--- src/rtl/i2cw_pkg.sv ---
package i2cw_pkg;
  localparam int CMD_W   = 32;
  localparam int DATA_W  = 16;
  localparam int OFS_W   = 8;
  localparam int DEV_W   = 3;
  localparam int HALF_W  = DATA_W / 2;
  localparam int MRG_BIT = 28;
  localparam int RDY_BIT = 31;

  typedef enum logic [2:0] {
    PH_IDLE, PH_READ, PH_WRITE, PH_MRG_RD, PH_MRG_WR
  } phase_t;

  // Field order matches the command word from bit 28 down to bit 0
  typedef struct packed {
    logic              mrg;
    logic              op;
    logic [DEV_W-1:0]  dev;
    logic [OFS_W-1:0]  ofs;
    logic [DATA_W-1:0] data;
  } cmd_t;

  function automatic cmd_t unpack_cmd(input logic [CMD_W-1:0] w);
    return cmd_t'(w[MRG_BIT:0]);
  endfunction

  function automatic logic [CMD_W-1:0] pack_status(input cmd_t c, input logic rdy);
    logic [CMD_W-1:0] p;
    p = '0;
    p[MRG_BIT:0] = c;
    p[RDY_BIT]   = rdy;
    return p;
  endfunction

  function automatic logic [OFS_W-1:0] upper_offset(input logic [OFS_W-1:0] ofs);
    return ofs + OFS_W'(1);
  endfunction

  function automatic logic [DATA_W-1:0] merge_word(input logic [HALF_W-1:0] hi,
                                                   input logic [HALF_W-1:0] lo);
    return {hi, lo};
  endfunction
endpackage

--- src/rtl/i2cw_cmd_reg.sv ---
module i2cw_cmd_reg
  import i2cw_pkg::*;
(
  input  logic              clk,
  input  logic              rst_n,
  input  logic              cmd_wr,
  input  logic [CMD_W-1:0]  cmd_wdata,
  input  logic              load_data,
  input  logic [DATA_W-1:0] data_in,
  input  logic              set_ready,
  input  logic              set_timeout,
  output cmd_t              cur,
  output logic              ready,
  output logic              timeout,
  output logic              accept
);
  assign accept = cmd_wr && ready;

  always_ff @(posedge clk) begin
    if (!rst_n) begin
      cur     <= '0;
      ready   <= 1'b1;
      timeout <= 1'b0;
    end else if (accept) begin
      cur     <= unpack_cmd(cmd_wdata);
      ready   <= 1'b0;
      timeout <= 1'b0;
    end else begin
      if (load_data)   cur.data <= data_in;
      if (set_ready)   ready    <= 1'b1;
      if (set_timeout) timeout  <= 1'b1;
    end
  end


  ready_fall_chk: assert property (@(posedge clk) disable iff (!rst_n)
    $fell(ready) |-> $past(cmd_wr));


  busy_ignore_chk: assert property (@(posedge clk) disable iff (!rst_n)
    (cmd_wr && !ready) |=> ($stable(cur.ofs) && $stable(cur.dev) &&
                            $stable(cur.op) && $stable(cur.mrg)));
endmodule

--- src/rtl/i2cw_seq.sv ---
module i2cw_seq
  import i2cw_pkg::*;
(
  input  logic              clk,
  input  logic              rst_n,
  input  logic              accept,
  input  cmd_t              new_cmd,
  input  cmd_t              cur,
  input  logic              abort,
  input  logic              xfer_done,
  input  logic [DATA_W-1:0] xfer_rdata,
  output logic              xfer_req,
  output logic              xfer_rd,
  output logic [OFS_W-1:0]  xfer_reg,
  output logic [DATA_W-1:0] xfer_wdata,
  output logic              finish,
  output logic              merge_step,
  output logic              load_data,
  output logic [DATA_W-1:0] data_in
);
  phase_t            ph;
  phase_t            start_ph;
  logic [HALF_W-1:0] hi_q;
  logic [DATA_W-1:0] merged;

  assign start_ph = new_cmd.op  ? PH_READ :
                    new_cmd.mrg ? PH_MRG_RD : PH_WRITE;

  always_ff @(posedge clk) begin
    if (!rst_n) begin
      ph   <= PH_IDLE;
      hi_q <= '0;
    end else if (abort) begin
      ph <= PH_IDLE;
    end else if (accept) begin
      ph <= start_ph;
    end else if (xfer_done) begin
      case (ph)
        PH_MRG_RD: begin
          ph   <= PH_MRG_WR;
          hi_q <= xfer_rdata[HALF_W-1:0];
        end
        PH_READ, PH_WRITE, PH_MRG_WR: ph <= PH_IDLE;
        default: ph <= PH_IDLE;
      endcase
    end
  end

  assign merged     = merge_word(hi_q, cur.data[HALF_W-1:0]);
  assign xfer_req   = (ph != PH_IDLE);
  assign xfer_rd    = (ph == PH_READ) || (ph == PH_MRG_RD);
  assign xfer_reg   = (ph == PH_MRG_RD) ? upper_offset(cur.ofs) : cur.ofs;
  assign xfer_wdata = (ph == PH_MRG_WR) ? merged : cur.data;
  assign merge_step = xfer_done && (ph == PH_MRG_RD);
  assign finish     = xfer_done && ((ph == PH_READ) || (ph == PH_WRITE) ||
                                    (ph == PH_MRG_WR));
  assign load_data  = finish && ((ph == PH_READ) || (ph == PH_MRG_WR));
  assign data_in    = (ph == PH_READ) ? xfer_rdata : merged;


  merge_chain_chk: assert property (@(posedge clk) disable iff (!rst_n)
    merge_step |=> (xfer_req && !xfer_rd));


  req_hold_chk: assert property (@(posedge clk) disable iff (!rst_n)
    (xfer_req && !xfer_done && !abort) |=>
      (xfer_req && $stable(xfer_rd) && $stable(xfer_reg) && $stable(xfer_wdata)));
endmodule

--- src/rtl/i2cw_watchdog.sv ---
module i2cw_watchdog #(
  parameter int LIMIT = 1000
) (
  input  logic clk,
  input  logic rst_n,
  input  logic active,
  input  logic done,
  output logic fire
);
  localparam int CW = $clog2(LIMIT + 1);
  logic [CW-1:0] cnt;

  assign fire = active && !done && (cnt == CW'(LIMIT - 1));

  always_ff @(posedge clk) begin
    if (!rst_n)                      cnt <= '0;
    else if (!active || done || fire) cnt <= '0;
    else                             cnt <= cnt + CW'(1);
  end


  wd_quiet_chk: assert property (@(posedge clk) disable iff (!rst_n)
    fire |=> (cnt == '0));
endmodule

--- src/rtl/i2c_word_cmd_engine.sv ---
module i2c_word_cmd_engine
  import i2cw_pkg::*;
#(
  parameter int TIMEOUT_CYCLES = 1000
) (
  input  logic              clk,
  input  logic              rst_n,
  input  logic              cmd_wr,
  input  logic [CMD_W-1:0]  cmd_wdata,
  output logic [CMD_W-1:0]  cmd_rdata,
  output logic              ready,
  output logic              timeout,
  output logic              xfer_req,
  output logic              xfer_rd,
  output logic [DEV_W-1:0]  xfer_dev,
  output logic [OFS_W-1:0]  xfer_reg,
  output logic [DATA_W-1:0] xfer_wdata,
  input  logic              xfer_done,
  input  logic [DATA_W-1:0] xfer_rdata
);
  cmd_t              cur;
  logic              accept;
  logic              finish;
  logic              merge_step;
  logic              load_data;
  logic [DATA_W-1:0] data_in;
  logic              wd_fire;

  i2cw_cmd_reg u_reg (
    .clk, .rst_n, .cmd_wr, .cmd_wdata,
    .load_data, .data_in,
    .set_ready(finish || wd_fire), .set_timeout(wd_fire),
    .cur, .ready, .timeout, .accept
  );

  i2cw_seq u_seq (
    .clk, .rst_n, .accept, .new_cmd(unpack_cmd(cmd_wdata)), .cur,
    .abort(wd_fire), .xfer_done, .xfer_rdata,
    .xfer_req, .xfer_rd, .xfer_reg, .xfer_wdata,
    .finish, .merge_step, .load_data, .data_in
  );

  i2cw_watchdog #(.LIMIT(TIMEOUT_CYCLES)) u_wd (
    .clk, .rst_n, .active(xfer_req), .done(xfer_done), .fire(wd_fire)
  );

  assign xfer_dev  = cur.dev;
  assign cmd_rdata = pack_status(cur, ready);


  req_not_ready_chk: assert property (@(posedge clk) disable iff (!rst_n)
    xfer_req |-> !ready);


  wd_abort_chk: assert property (@(posedge clk) disable iff (!rst_n)
    wd_fire |=> (!xfer_req && ready && timeout));
endmodule

--- config.mk ---
export PLATFORM = sky130hd
export DESIGN_NAME = i2c_word_cmd_engine
export DESIGN_NICKNAME = d
export VERILOG_FILES = /design/src/rtl/i2cw_pkg.sv /design/src/rtl/i2cw_cmd_reg.sv /design/src/rtl/i2cw_seq.sv /design/src/rtl/i2cw_watchdog.sv /design/src/rtl/i2c_word_cmd_engine.sv
export SDC_FILE = /design/constraint.sdc
export NUM_CORES = 1
export LEC_CHECK = 0
export ABC_AREA = 1
export BUFFER_PORTS_ARGS = -buffer_cell sky130_fd_sc_hd__buf_4
export CAP_MARGIN = 20
export CORE_ASPECT_RATIO = 1.25
export CORE_MARGIN = 1.5
export CORE_UTILIZATION = 30
export CTS_BUF_LIST = sky130_fd_sc_hd__clkbuf_8
export DETAILED_ROUTE_END_ITERATION = 8
export GPL_TIMING_DRIVEN = 0
export RECOVER_POWER = 25
export SLEW_MARGIN = 25
export SYNTH_ARGS = -nofsm -noshare
export SYNTH_HDL_FRONTEND = slang
export SYNTH_HIERARCHICAL = 1
export SYNTH_SLANG_ARGS = --single-unit
export TNS_END_PERCENT = 10
--- constraint.sdc ---
create_clock -name clk -period 2.3 [get_ports clk]
set_input_delay 0.46 -clock clk [delete_from_list [all_inputs] [get_ports clk]]
set_output_delay 0.46 -clock clk [all_outputs]
set_load 0.03 [all_outputs]
==> flow_summary_export.csv, run 1 <==
group,metric,value,unit
drt,met2WireLength,4660,µm
power_and_ir_drop,seq_power_share,0.422,
yosys,yosysWarnings,6,
run_status,status,"complete, no violations",
clocking,cts_resized,0,
sta,worst_pin_slew,0.558,ns
power_and_ir_drop,p_per_area,571,nW/µm²
cells_and_area,syn_to_final_growth,31.7,%
setup_path,cp-end-kind,"output pin",
floorplanning,chipWidth,94.8,µm
drt,route.detailed.vias_per_inst,4.51,
drt,drt_first_pass_iters,4,
setup_path,slowest_stage,"dfxtp_1",
clocking,path_clk_slew,0.11,ns
cells_and_area,fillCellCount,1105,
setup_path,required,1.84,ns
sta,rsz0062_at_grt,"no",
drt,drt-initial-drc-count,155,
setup_path,arrival,1.68,ns
drt,dr_total_vias,3277,
clocking,hold_buffers,0,
power_and_ir_drop,switching_share,0.345,
grt,first_global_vias,2980,
sta,fmax,468,MHz
clocking,post_cts_buffers,0,
sta,hold_viol_final,0,
floorplanning,core,10200,µm²
sta,tns,0,ns
floorplanning,num_rows,41,
cells_and_area,nets,650,
setup_path,critPathMaxFanout,10,
drt,top_layer_used,"met4",
yosys,syn-mean-instance-area,6.58,µm²
sta,drv_slew,0,
clocking,clockRootBuffer,"clkbuf_8",
grt,antenna_found_initial,0,
floorplanning,fp.dieH,118,µm
clocking,cts_tree,"done",
floorplanning,ioPinCount,115,
clocking,clk_latency,0.31,ns
sta,setup_viol,0,
yosys,syn_area,3160,µm²
clocking,numCtsBuffers,5,
setup_path,critical_path.max_stage_delay,0.38,ns
drt,ant_nets,0,
sta,period_minus_slack,2.14,ns
drt,drc_errors,0,
grt,grt_use_total,0.162,
clocking,cts.sinks,52,
power_and_ir_drop,combPwrFrac,0.303,
power_and_ir_drop,power_frac_clock,0.274,
place,io_buffers,108,
place,place_inst,718,
power_and_ir_drop,peakVddDrop,0.226,mV
cells_and_area,drive_above_1_share,0.276,
power_and_ir_drop,p_switching,0.821,mW
drt,wl_met1,3800,µm
sta,slew_headroom,0.628,
power_and_ir_drop,leakage,1.97,nW
clocking,h-tree-depth,2,
sta,fin_crit_sh,0.930,
drt,drt_wl_total,9080,µm
grt,grt_max_degree,17,
hold_path,hold_path_class,"input pin to flip-flop",
setup_path,crit_buf_inv,2,
yosys,netlist_instances,480,
cells_and_area,diodes,0,
floorplanning,initial_core_util,0.311,
floorplanning,fp.dieArea,11200,µm²
cells_and_area,stdcell_area,4160,µm²
setup_path,critPathKind,"flip-flop to output pin",
drt,met3WireLength,385,µm
sta,clock_skew,0.0152,ns
setup_path,crit_chain,"nor2_1, nand2_2, buf_6, o21ai_1, buf_4",
place,gp_congestion,0.824,
place,place_area,4130,µm²
grt,overflow,0,
power_and_ir_drop,power.internal,1.56,mW
setup_path,crit_family,"simple AND/OR/NAND/NOR gates",
place,hpwl,7040,µm
setup_path,worst_setup_path_start_kind,"flip-flop",
flow_run,drv_cap,0,
grt,grt_pass1_wl,14400,µm
cells_and_area,final_cell_count_no_fill,726,
clocking,clock_tree.buffer_depth,2,
drt,drt-wirelength-per-cell,12.5,µm
==> area by class of cell <==
type	count	area (µm²)	area share
inverters	58	218	0.0523
flip-flops and latches	52	1040	0.250
multi-input cells	335	1610	0.387
well taps	129	161	0.0388
plain buffers	36	259	0.0623
clock inverters	3	42.5	0.0102
repair buffers	108	758	0.182
clock buffers	5	68.8	0.0165
==> routing by layer <==
metal	global-route usage	vias up
met5	0	-
met4	0.0644	0
met3	0.0233	18
met2	0.282	81
met1	0.196	1465
li1	-	1713
==> per-stage QoR <==
step | hold WS, ns | worst slack, ns | total power [mW] | util
CTS | 0.373 | 0.161 | 2.42 | 0.418
detailed placement | 0.447 | 0.370 | 1.78 | 0.407
global placement | 0.445 | 0.414 | 1.77 | 0.407
global route | 0.386 | 0.0369 | 2.50 | 0.409
finish | 0.393 | 0.161 | 2.38 | 0.409
floorplan | 0.429 | 0.324 | 1.49 | -
==> tightest hold or removal path, stage by stage <==
cell     delay (ns)
buf_4          0.08
o21ai_1        0.06
nor2_1         0.07
==> registers in the layout, summed over array words and instances, names as in the netlist <==
name / flops
u_reg/timeout: 1
u_reg/ready: 1
u_reg/cur: 29
u_seq/hi_q: 8
u_wd/cnt: 10
u_seq/ph: 3
==> power by group through the flow <==
stage	Clock, mW	Sequential (mW)	Combinational, mW
final	0.652	1.00	0.721
after global routing	0.707	1.01	0.776
after CTS	0.668	1.00	0.752
after detailed placement	0	1.03	0.750
after global placement	0	1.02	0.744
after floorplan	0	1.10	0.387
==> final timing paths <==
kind                 start  cells past startpoint             end  slack (ns)
max reg2reg    u_seq/ph[1]                      9   u_reg/cur[11]        0.34
min reg2reg    u_wd/cnt[0]                      1     u_wd/cnt[0]        0.47
max            u_seq/ph[1]                      5  xfer_wdata[12]        0.16
min          cmd_wdata[24]                      3   u_reg/cur[24]        0.39
==> placed cells by master, fill, tap and decap left out, drive strengths merged <==
cell type,instances
dfxtp,52
xor2,3
xnor2,4
conb,2
clkbuf,23
nand3,44
inv,60
bufinv,1
a31oi,1
or2,1
nand4,8
nand3b,1
ha,2
nand2,127
o21ai,32
a21oi,32
buf,126
nor2,78
Power figures use the tool's default switching activity.
==> run 2, diff against run 1 <==
Settings changed: PLACE_DENSITY set to 0.56.
==> run 2 against run 1 <==
Hold slack worse by 0.013 ns; global-route usage up 0.72 points; critical path depth up 2; highest routed layer unchanged.
==> flow_summary_export.csv, run 2 (synthesis results as in run 1) <==
group,metric,value,unit
hold_path,hold_path_class,"input pin to flip-flop",
cells_and_area,diodes,0,
setup_path,r2r_cells,6,
power_and_ir_drop,p_total,2.26,mW
clocking,post_cts_buffers,0,
cells_and_area,largest_reg_flops,29,
power_and_ir_drop,p_per_area,546,nW/µm²
clocking,clockRootBuffer,"clkbuf_8",
grt,grt_max_degree,17,
floorplanning,fp.dieH,118,µm
floorplanning,core,10200,µm²
grt,antenna_found_initial,0,
drt,drt_wl_total,9200,µm
place,place_inst,718,
hold_path,worstHoldPathCells,3,
drt,drt_first_pass_iters,4,
clocking,cts_tree,"done",
power_and_ir_drop,leakage,1.96,nW
cells_and_area,syn_to_final_growth,31.0,%
grt,overflow,0,
cells_and_area,final_cell_count_no_fill,726,
sta,slew_headroom,0.635,
setup_path,critPathKind,"flip-flop to output pin",
setup_path,timing.rr.end,"u_reg/cur[12]",
setup_path,worst_setup_path_start_kind,"flip-flop",
sta,setup_viol,0,
setup_path,arrival,1.65,ns
place,io_buffers,108,
sta,fin_crit_sh,0.918,
setup_path,cp-end-kind,"output pin",
floorplanning,num_rows,41,
clocking,h-tree-depth,2,
grt,grt_use_total,0.170,
sta,rsz0062_at_grt,"no",
sta,worst_pin_slew,0.548,ns
clocking,hold_buffers,0,
cells_and_area,mostFrequentLayoutCells,"nand2_1 (121), buf_4 (110), nor2_1 (68), inv_1 (54), dfxtp_1 (52)",
drt,ant_nets,0,
setup_path,required,1.84,ns
clocking,clk_latency,0.32,ns
grt,first_global_vias,3136,
sta,fmax,474,MHz
setup_path,r2r_slack,0.31,ns
grt,grt_pass1_wl,15000,µm
hold_path,whs_endpoint,"u_reg/cur[16]",
floorplanning,initial_core_util,0.311,
drt,route.detailed.vias_per_inst,4.51,
setup_path,critPathMaxFanout,6,
sta,clock_skew,0.00844,ns
drt,drt-initial-drc-count,179,
sta,drv_slew,0,
cells_and_area,top_register,"u_reg/cur",
floorplanning,chipWidth,94.8,µm
clocking,cts_resized,0,
drt,drt-wirelength-per-cell,12.7,µm
clocking,numCtsBuffers,5,
clocking,path_clk_slew,0.10,ns
clocking,cts.sinks,52,
drt,dr_total_vias,3275,
cells_and_area,final_common_cell,"nand2_1",
cells_and_area,nets,650,
cells_and_area,fillCellCount,1102,
sta,hold_viol_final,0,
flow_run,drv_cap,0,
power_and_ir_drop,peakVddDrop,0.284,mV
floorplanning,fp.dieArea,11200,µm²
clocking,clock_tree.buffer_depth,2,
sta,period_minus_slack,2.11,ns
floorplanning,ioPinCount,115,
place,hpwl,7150,µm
cells_and_area,reg_top3,"u_reg/cur: 29 flops, u_wd/cnt: 10 flops, u_seq/hi_q: 8 flops",
place,gp_congestion,0.830,
sta,tns,0,ns
setup_path,r2r-start,"u_reg/ready",
drt,drc_errors,0,
run_status,status,"complete, no violations",
hold_path,hold_start,"cmd_wdata[16]",
cells_and_area,drive_above_1_share,0.278,
## run 2: worst max path at each step
stage                              from             end  slack [ns]  depth (start not counted)
final                       u_seq/ph[2]     xfer_reg[4]        0.19                          7
after global routing      u_reg/cur[17]     xfer_reg[4]        0.04                          7
after CTS                   u_seq/ph[1]  xfer_wdata[12]        0.15                          5
after detailed placement    u_seq/ph[1]   u_reg/cur[12]        0.36                          9
after global placement      u_seq/ph[0]   u_reg/cur[12]        0.38                          9
after floorplan           u_reg/cur[17]     xfer_reg[2]        0.32                          4
## run 2: final cells by class
| cell class | count | area, µm² | area share |
|---|---|---|---|
| Sequential cell | 52 | 1040 | 0.252 |
| Inverter | 58 | 218 | 0.0527 |
| Clock buffer | 5 | 68.8 | 0.0166 |
| Tap cell | 129 | 161 | 0.0390 |
| Buffer | 36 | 259 | 0.0627 |
| Clock inverter | 3 | 18.8 | 0.00454 |
| Multi-Input combinational cell | 335 | 1610 | 0.390 |
| Timing Repair Buffer | 108 | 754 | 0.183 |
## run 2: through the flow
stage	instance area (µm²)	utilization	worst slack, ns	hold slack (ns)
CTS	4220	0.415	0.149	0.365
global placement	4130	0.407	0.384	0.442
finish	4130	0.407	0.190	0.380
global route	4130	0.407	0.0394	0.382
detailed placement	4130	0.407	0.358	0.448
floorplan	3160	-	0.324	0.429
## run 2: worst max-delay path: stages (launching register included)
cell     delay, ns
dfxtp_1       0.42
inv_2         0.12
nand3_2       0.13
nor2_1        0.23
nand2_1       0.09
nor2_1        0.11
nor2_1        0.06
buf_4         0.16
## run 2: layer usage
metal	part of all wire	GRT usage
met4	0.017	0.0588
met5	0	0
met2	0.52	0.298
met1	0.42	0.206
met3	0.042	0.0239
## run 2: where the power goes
part           internal [mW]  leakage (nW)  switching, mW
Clock                  0.213        0.0479          0.323
Combinational          0.278          1.48          0.440
Sequential             0.951         0.426         0.0524
